[config.mk]
export PLATFORM = sky130hd
export DESIGN_NAME = gpio_shared_port
export DESIGN_NICKNAME = d
export VERILOG_FILES = /design/src/rtl/gpio_port_pkg.sv /design/src/rtl/gpio_port_regs.sv /design/src/rtl/gpio_pin_ctrl.sv /design/src/rtl/gpio_mode_latch.sv /design/src/rtl/gpio_shared_port.sv
export SDC_FILE = /design/constraint.sdc
export NUM_CORES = 1
export LEC_CHECK = 0
export ABC_AREA = 1
export BUFFER_PORTS_ARGS = -buffer_cell sky130_fd_sc_hd__clkbuf_2
export CAP_MARGIN = 0
export CELL_PAD_IN_SITES_DETAIL_PLACEMENT = 0
export CELL_PAD_IN_SITES_GLOBAL_PLACEMENT = 1
export CORE_MARGIN = 2
export CORE_UTILIZATION = 30
export CTS_BUF_LIST = sky130_fd_sc_hd__clkbuf_8
export DETAILED_ROUTE_END_ITERATION = 10
export GPL_ROUTABILITY_DRIVEN = 0
export PLACE_DENSITY_LB_ADDON = 0.1
export SLEW_MARGIN = 20
export SYNTH_ARGS = -nofsm -noshare
export SYNTH_HDL_FRONTEND = slang
export SYNTH_SLANG_ARGS = --single-unit
[constraint.sdc]
create_clock -name clk -period 1.3 [get_ports clk]
set_input_delay 0.195 -clock clk [delete_from_list [all_inputs] [get_ports clk]]
set_output_delay 0.195 -clock clk [all_outputs]
set_load 0.01 [all_outputs]
[src/rtl/gpio_port_pkg.sv]
package gpio_port_pkg;

    // Register offsets within the port window; the low two address bits select one.
    typedef enum logic [1:0] {
        OFS_LATCH = 2'd0,
        OFS_DIR   = 2'd1,
        OFS_PULL  = 2'd2,
        OFS_SLEW  = 2'd3
    } reg_ofs_e;

    localparam int unsigned OFS_BITS = 2;

    // Per-pin ownership after function overrides are resolved.
    typedef enum logic [1:0] {
        OWN_GPIO = 2'd0,
        OWN_DBG  = 2'd1,
        OWN_OSC  = 2'd2
    } pin_owner_e;

endpackage

[src/rtl/gpio_port_regs.sv]
module gpio_port_regs
    import gpio_port_pkg::*;
#(
    parameter int unsigned WIDTH  = 8,
    parameter int unsigned ADDR_W = 3
) (
    input  logic              clk,
    input  logic              rst_n,
    input  logic              bus_sel,
    input  logic              bus_we,
    input  logic [ADDR_W-1:0] bus_addr,
    input  logic [WIDTH-1:0]  bus_wdata,
    input  logic [WIDTH-1:0]  pad_in,
    output logic [WIDTH-1:0]  bus_rdata,
    output logic [WIDTH-1:0]  latch_q,
    output logic [WIDTH-1:0]  dir_q,
    output logic [WIDTH-1:0]  pull_q,
    output logic [WIDTH-1:0]  slew_q
);

    typedef struct packed {
        logic [WIDTH-1:0] latch;
        logic [WIDTH-1:0] dir;
        logic [WIDTH-1:0] pull;
        logic [WIDTH-1:0] slew;
    } regs_t;

    regs_t    st_d, st_q;
    logic     in_window;
    reg_ofs_e ofs;
    logic     wr_en;

    always_comb begin
        in_window = ((bus_addr >> OFS_BITS) == '0);
        ofs       = reg_ofs_e'(bus_addr[OFS_BITS-1:0]);
        wr_en     = bus_sel && bus_we && in_window;

        st_d = st_q;
        if (wr_en) begin
            case (ofs)
                OFS_LATCH: st_d.latch = bus_wdata;
                OFS_DIR:   st_d.dir   = bus_wdata;
                OFS_PULL:  st_d.pull  = bus_wdata;
                OFS_SLEW:  st_d.slew  = bus_wdata;
                default:   st_d       = st_q;
            endcase
        end

        bus_rdata = '0;
        if (in_window) begin
            case (ofs)
                OFS_LATCH: bus_rdata = (st_q.latch & st_q.dir) | (pad_in & ~st_q.dir);
                OFS_DIR:   bus_rdata = st_q.dir;
                OFS_PULL:  bus_rdata = st_q.pull;
                OFS_SLEW:  bus_rdata = st_q.slew;
                default:   bus_rdata = '0;
            endcase
        end
    end

    always_ff @(posedge clk or negedge rst_n) begin
        if (!rst_n) begin
            st_q <= '0;
        end else begin
            st_q <= st_d;
        end
    end

    assign latch_q = st_q.latch;
    assign dir_q   = st_q.dir;
    assign pull_q  = st_q.pull;
    assign slew_q  = st_q.slew;

endmodule

[src/rtl/gpio_pin_ctrl.sv]
module gpio_pin_ctrl
    import gpio_port_pkg::*;
#(
    parameter int unsigned WIDTH   = 8,
    parameter int unsigned DBG_PIN = 0,
    parameter int unsigned OSC_LO  = 1,
    parameter int unsigned OSC_CNT = 2
) (
    input  logic             in_reset,
    input  logic             dbg_en,
    input  logic             dbg_oe,
    input  logic             dbg_out,
    input  logic             osc_en,
    input  logic [WIDTH-1:0] latch_q,
    input  logic [WIDTH-1:0] dir_q,
    input  logic [WIDTH-1:0] pull_q,
    output logic [WIDTH-1:0] pad_oe,
    output logic [WIDTH-1:0] pad_out,
    output logic [WIDTH-1:0] pad_pu
);

    localparam int unsigned OSC_HI = OSC_LO + OSC_CNT - 1;

    for (genvar p = 0; p < WIDTH; p++) begin : g_pin
        localparam bit IS_DBG = (p == DBG_PIN);
        localparam bit IS_OSC = (p >= OSC_LO) && (p <= OSC_HI);

        pin_owner_e owner;
        logic       oe_d, out_d, pu_d;

        always_comb begin
            owner = OWN_GPIO;
            if (IS_DBG && dbg_en) owner = OWN_DBG;
            if (IS_OSC && osc_en) owner = OWN_OSC;

            case (owner)
                OWN_DBG: begin
                    oe_d  = dbg_oe;
                    out_d = dbg_out;
                    pu_d  = 1'b1;
                end
                OWN_OSC: begin
                    oe_d  = 1'b0;
                    out_d = 1'b0;
                    pu_d  = 1'b0;
                end
                default: begin
                    oe_d  = dir_q[p];
                    out_d = latch_q[p];
                    pu_d  = pull_q[p] & ~dir_q[p];
                end
            endcase

            // During reset the mode-select pin is always an input.
            if (IS_DBG && in_reset) oe_d = 1'b0;
        end

        assign pad_oe[p]  = oe_d;
        assign pad_out[p] = out_d;
        assign pad_pu[p]  = pu_d;
    end

endmodule

[src/rtl/gpio_mode_latch.sv]
module gpio_mode_latch (
    input  logic clk,
    input  logic rst_n,
    input  logic pin_in,
    output logic mode_q
);

    logic mode_d;

    // Track the pin on every edge while reset is held; freeze once released.
    always_comb begin
        mode_d = rst_n ? mode_q : pin_in;
    end

    always_ff @(posedge clk) begin
        mode_q <= mode_d;
    end

endmodule

[src/rtl/gpio_shared_port.sv]
module gpio_shared_port
    import gpio_port_pkg::*;
#(
    parameter int unsigned WIDTH   = 8,
    parameter int unsigned ADDR_W  = 3,
    parameter int unsigned DBG_PIN = 0,
    parameter int unsigned OSC_LO  = 1,
    parameter int unsigned OSC_CNT = 2
) (
    input  logic              clk,
    input  logic              rst_n,
    input  logic              bus_sel,
    input  logic              bus_we,
    input  logic [ADDR_W-1:0] bus_addr,
    input  logic [WIDTH-1:0]  bus_wdata,
    output logic [WIDTH-1:0]  bus_rdata,
    input  logic              dbg_en,
    input  logic              dbg_oe,
    input  logic              dbg_out,
    input  logic              osc_en,
    input  logic [WIDTH-1:0]  pad_in,
    output logic [WIDTH-1:0]  pad_oe,
    output logic [WIDTH-1:0]  pad_out,
    output logic [WIDTH-1:0]  pad_pu,
    output logic [WIDTH-1:0]  pad_slew,
    output logic              mode_sel
);

    logic [WIDTH-1:0] latch_q, dir_q, pull_q, slew_q;
    logic             in_reset;

    assign in_reset = ~rst_n;

    gpio_port_regs #(
        .WIDTH  (WIDTH),
        .ADDR_W (ADDR_W)
    ) u_regs (
        .clk       (clk),
        .rst_n     (rst_n),
        .bus_sel   (bus_sel),
        .bus_we    (bus_we),
        .bus_addr  (bus_addr),
        .bus_wdata (bus_wdata),
        .pad_in    (pad_in),
        .bus_rdata (bus_rdata),
        .latch_q   (latch_q),
        .dir_q     (dir_q),
        .pull_q    (pull_q),
        .slew_q    (slew_q)
    );

    gpio_pin_ctrl #(
        .WIDTH   (WIDTH),
        .DBG_PIN (DBG_PIN),
        .OSC_LO  (OSC_LO),
        .OSC_CNT (OSC_CNT)
    ) u_pins (
        .in_reset (in_reset),
        .dbg_en   (dbg_en),
        .dbg_oe   (dbg_oe),
        .dbg_out  (dbg_out),
        .osc_en   (osc_en),
        .latch_q  (latch_q),
        .dir_q    (dir_q),
        .pull_q   (pull_q),
        .pad_oe   (pad_oe),
        .pad_out  (pad_out),
        .pad_pu   (pad_pu)
    );

    gpio_mode_latch u_mode (
        .clk    (clk),
        .rst_n  (rst_n),
        .pin_in (pad_in[DBG_PIN]),
        .mode_q (mode_sel)
    );

    assign pad_slew = slew_q;

endmodule

# Yosys cells after proc, flatten, opt, wreduce, memory -nomap -nowiden
# Cells that the tools add are included.
totals:
  elab_cells: 54
  ff_bits: 33
  out_inout_bits: 41
classes:
  bitwise_logic: 20
  n_reduce_logical: 8
  muxes: 14
  n_eq_ne: 7
ops:
  columns: ["cell", "count"]
  rows:
  - ["one-hot mux 8 bit (4 select lines)", 1]
  - ["one-hot mux 1 bit (2 select lines)", 9]
  - ["AND 8 bit", 2]
  - ["AND 1 bit", 8]
  - ["== test 2 bit (second input constant)", 4]
  - ["2-to-1 mux 8 bit", 1]
  - ["inverter 1 bit", 8]
  - ["inverter 8 bit", 1]
  - ["OR 8 bit", 1]
  - ["AND reduction 2 bit", 4]
  - ["== test 2 x 1 -> 1 bit (second input constant)", 3]
  - ["logical NOT 3 bit", 1]
  - ["logical AND 1 bit", 2]
  - ["logical NOT 2 bit", 1]
  - ["2-to-1 mux 1 bit", 2]
  - ["2-to-1 mux 2 bit", 1]

# Logic depth before layout (Yosys ltp)
depth:
  depth_word: 5
  mapped_depth: 8
  ltp_nobuf: 6

# Modules after synthesis
# A second synthesis with hierarchy kept.
unflattened:
  cells_unflattened: 290
  hier_area_um2: 2134.5
by_module_without_submodules:
  columns: ["mod", "instances", "seq_area_each_um2", "area_per_inst_um2", "cells_each"]
  rows:
  - ["gpio_port_regs", 1, 800.8, 1788.0, 230]
  - ["gpio_pin_ctrl", 1, 0.0, 309.0, 57]
  - ["gpio_mode_latch", 1, 30.0, 33.8, 2]
  - ["gpio_shared_port", 1, 0.0, 3.8, 1]

# Worst setup path after synthesis
# OpenSTA, ideal clock, no wires.
synth_path:
  kind: "input -> output"
  start: "input bus_addr[1]"
  end: "output bus_rdata[2]"
  cell_stages: 5
  arrival_ns: 0.911
  path_buffers: 1
  required_time_ns: 1.105
  path_slack_ns: 0.194
  cell_sequence: "buf_6 nand2_1 o21ai_0 nor2_1 nor2_1"
synth_via:
  elab_chain_len: 3
synth_lines:
  columns: ["item", "line_no", "rtl"]
  rows:
  - ["from (decl)", "gpio_shared_port.sv:14", "input logic [ADDR_W-1:0] bus_addr,"]
  - ["== test 2 bit (tied with other cells)", "gpio_port_regs.sv:51", "case (ofs)"]
  - ["one-hot mux 8 bit (4 select lines) *", "gpio_port_regs.sv:51", null]
  - ["2-to-1 mux 8 bit *", "gpio_port_regs.sv:50", "if (in_window) begin"]
  - ["to (decl)", "gpio_shared_port.sv:16", "output logic [WIDTH-1:0] bus_rdata,"]
# Every way passes the cells marked *; elsewhere a longest branch is shown, timed or not.

# Worst setup path after layout
layout_path:
  start: "register u_regs.st_q (netlist bit u_regs.dir_q[3])"
  end: "output bus_rdata[3]"
layout_via:
  elab_chain_len: 5
layout_lines:
  columns: ["item", "line_no", "rtl"]
  rows:
  - ["from (decl)", "gpio_port_regs.sv:28", "regs_t st_d, st_q;"]
  - ["from (signal assigned)", "gpio_port_regs.sv:65", "st_q <= st_d;"]
  - ["inverter 8 bit", "gpio_port_regs.sv:52", "OFS_LATCH: bus_rdata = (st_q.latch & st_q.dir) | (pad_in & ~st_q.dir);"]
  - ["AND 8 bit", "gpio_port_regs.sv:52", null]
  - ["OR 8 bit", "gpio_port_regs.sv:52", null]
  - ["one-hot mux 8 bit (4 select lines) *", "gpio_port_regs.sv:51", null]
  - ["2-to-1 mux 8 bit *", "gpio_port_regs.sv:50", null]
# Marks and branches as above.

==> summary.md <==
| Metric | Value |
|---|---|
| Outcome | finished, violations left |
| Failing checks | negative setup slack |
| DIE WIDTH | just under 90 um |
| Clock-pin slew on the worst setup and hold paths | about 0.07 ns |
| Top delay family on crit path | flip-flops |
| Critical path launch point type | flip-flop |
| Max_slew headroom | 70.4% |
| Adder-cell share of the synthesized area | 0% |
| Syn-to-layout area delta | 32.9% |
| CP Buf/Inv Count | 2 |
| Multiplexer area fraction after synthesis | 0% |
| Via count | roughly 1.9k |
| Placed Area | 2400 um2 |
| CORE AREA | approximately 6700 um2 |
| Mean Syn Cell Area | ~7.5 um2 |
| Iteration-0 DRC count of the detailed router | 57 |
| Cell variety after synth | 18 |
| Largest family of logic cells by synthesized area | simple AND/OR/NAND/NOR gates |
| GRT overflow | 0 |
| Worst Path Required | approximately 1.1 ns |
| ANT nets after route | 0 |
| Chip height | between 80 and 90 um |
| WP data arrival | around 1.2 ns |
| Die area | around 7500 um2 |
| P_leak | 1.43 nW |
| Gate power share | a little under two fifths |
| Total track usage | around 16% |
| Peak VDD IR | between 0.4 and 0.5 mV |
| Peak Freq | a little over 0.7 GHz |
| Via density | about 4.4 |
| Yosys reg bits | 33 |
| Hold-fix buffers at CTS | 0 |
| Routed wire length | about 6000 um |
| Simple-Gate Fraction of Synth Area | 30.5% |
| RSZ-0062 raised after global routing | yes |
| Post-Layout Inst Area | roughly 2700 um2 |
| Number of antenna diodes | 0 |
| Power Density | around 1300 nW/um2 |
| Synth warnings | 0 |
| Nets | roughly 380 |
| Final Worst Setup Slack | -0.115 ns |
| CTS Buffer Depth | 2 |
| Layout cells sized above 1 | 42.3% |
| Synthesized area | roughly 2100 um2 |
| H-tree level count | 2 |
| First-pass GRT wire length | about 9200 um |
| HPWL Detailed | 4400 um |
| Seq pwr share | 41.4% |
| Xor/xnor share of the synthesized area | 0% |
| Largest net degree at the start of global routing | 33 |
| R2R setup slack | roughly 0.48 ns |
| Initial antenna violation count | 0 |
| Crit path time final | around 1.4 ns |
| Clock power share | a little over a fifth |
| Cell breakdown of the critical path | inv_1 > nand2_1 > nand3_1 > nand2_1 > nor2_1 > buf_2 |
| Avg WL per Cell | approximately 14 um |
| Vias in the first global route | between 1.5k and 2k |
| Worst-Skew Late Latency | around 0.28 ns |
| Clock sinks | 33 |
| DRC viols | 0 |
| P_sw | ~1.3 mW |
| Starting density of the core | between 30% and 40% |
| Skew final | 0 ns |
| Element type at the critical path end | output pin |
| Total CTS buffers | 5 |
| Gate Count Post-Synth | 273 |
| Setup-failing EPs final | 9 |
| HP Class | in -> async |
| Port Buffers | 67 |
| Slew Limit Fails | 0 |
| Fin crit share | 109% |
| Clock Root Buffer | clkbuf_8 |
| Int Pwr | between 2 and 2.5 mW |
| Post-synthesis sequential area ratio | roughly 40% |
| Most used cell, CP | nand2_1 |
| Crit-path slowest cell | dfrtp_1 |
| CP Max Fanout | 4 |
| Compound-Gate Fraction of Synth Area | 10.5% |
| Row cnt | 30 |
| Switch share | between 30% and 40% |
| Pre-antenna DRT Iters | 4 |
| Crit-path max cell delay | 0.43 ns |
| I/O pins | 68 |
| Least-Margin Pin Slew | 0.445 ns |
| Syn_nets | 300 |
| Endpoints failing hold | 0 |
| Place WS | -0.0762 ns |
| Total power | ~3.5 mW |
| Setup CP Type | reg -> out |
| Max-cap violations | 0 |
| CTS tree | built |
==> cells in the final DEF (no fill, tap or decap) <==
cell type   n
inv_6       1
clkbuf_4    1
nor2_8      2
dfrtp_2     4
nor3_2      2
nor2_4     10
clkinv_2    2
nand3_4     1
buf_4      24
inv_2      10
nor2_1     25
nand3_2     1
nor2_2      1
nand2_2     1
buf_2      13
o21ai_0    30
buf_6      12
o21ai_1     4
buf_12      2
nand2_1    78
nand3_1    17
inv_1      20
clkbuf_8    5
a21oi_2     1
dfrtp_1    28
clkbuf_2   50
edfxtp_1    1
inv_4       1
o21ai_2     5
==> kinds of logic after synthesis <==
family | after synthesis
compound gates | 40
buf+inv | 62
flops | 33
simple gates | 138
==> area by class of cell <==
| type | count | area, um2 |
|---|---|---|
| Clock buffer | 5 | 68.8 |
| Clock inverter | 3 | 13.8 |
| Fill cell | 755 | 3990 |
| Inverter | 31 | 124 |
| Multi-Input combinational cell | 178 | 907 |
| Sequential cell | 33 | 836 |
| Tap cell | 80 | 100 |
| Timing Repair Buffer | 102 | 678 |
==> sequential cells by signal, summed over array words and instances, names as in the netlist <==
name            count
u_mode.mode_q       1
u_regs.latch_q      8
u_regs.dir_q        8
u_regs.pull_q       8
u_regs.slew_q       8
==> per-layer routing <==
layer  share of wire (%)  global-route usage, %  up-vias
met2                  50                   28.6       44
met4                 1.7                   5.26        0
li1                    -                      -      983
met3                 3.5                   2.67        9
met5                   0                      0        -
met1                  44                   20.4      878
==> per-stage QoR <==
step	util (%)	std cells	TNS, ns	hold slack, ns
6_report	40.6	432	-0.562	0.00466
5_1_grt	40.6	432	-1.27	0.0347
4_1_cts	38.6	428	-0.770	0.0412
3_5_place_dp	35.7	408	-0.420	0.352
3_3_place_gp	35.7	408	-0.321	0.346
2_1_floorplan	-	273	0	-0.101
==> what timing repair did <==
| action | in CTS | in global routing |
|---|---|---|
| pin swaps | 11 | 4 |
| hold endpoints to repair | 0 | 0 |
| resized for setup | 13 | 48 |
| setup endpoints to repair | 9 | 19 |
| buffers inserted | 12 | 4 |
==> worst paths after layout <==
kind,cells after the start,end,start
setup reg to reg,3,u_regs.dir_q[2],u_regs.dir_q[2]
min in group clk,1,u_mode.mode_q,pad_in[0]
setup / recovery,6,bus_rdata[3],u_regs.dir_q[3]
max in group asynchronous,2,u_regs.dir_q[6],rst_n
hold reg to reg,2,u_regs.slew_q[5],u_regs.slew_q[5]
hold / removal,2,u_regs.pull_q[0],rst_n
==> power by group through the flow <==
stage	registers, mW	logic [mW]	clock network [mW]
finish	1.46	1.33	0.742
global route	1.49	1.49	0.808
CTS	1.45	1.17	0.769
detailed placement	1.47	1.01	0
global placement	1.47	1.01	0
floorplan	1.44	0.748	0
==> cell usage after synthesis <==
cell type / instances / area (um2)
o21ai_0: 35 / 175
inv_2: 4 / 15.0
nor2_1: 31 / 116
a21oi_1: 1 / 5.00
edfxtp_1: 1 / 30.0
inv_6: 1 / 8.76
buf_6: 6 / 67.6
nand3_4: 1 / 17.5
nor2_8: 2 / 40.0
nor2_4: 5 / 56.3
o21ai_2: 4 / 35.0
dfrtp_1: 32 / 801
nor3_1: 2 / 10.0
nand2_1: 79 / 297
nand3_1: 18 / 90.1
inv_1: 25 / 93.8
inv_4: 1 / 6.26
buf_4: 25 / 188
==> worst reg2reg max path: stages (launching register included) <==
cell and delay, ns:
dfrtp_1 0.42, inv_2 0.06, buf_6 0.12, o21ai_0 0.14
(Power assumes the default switching activity.)
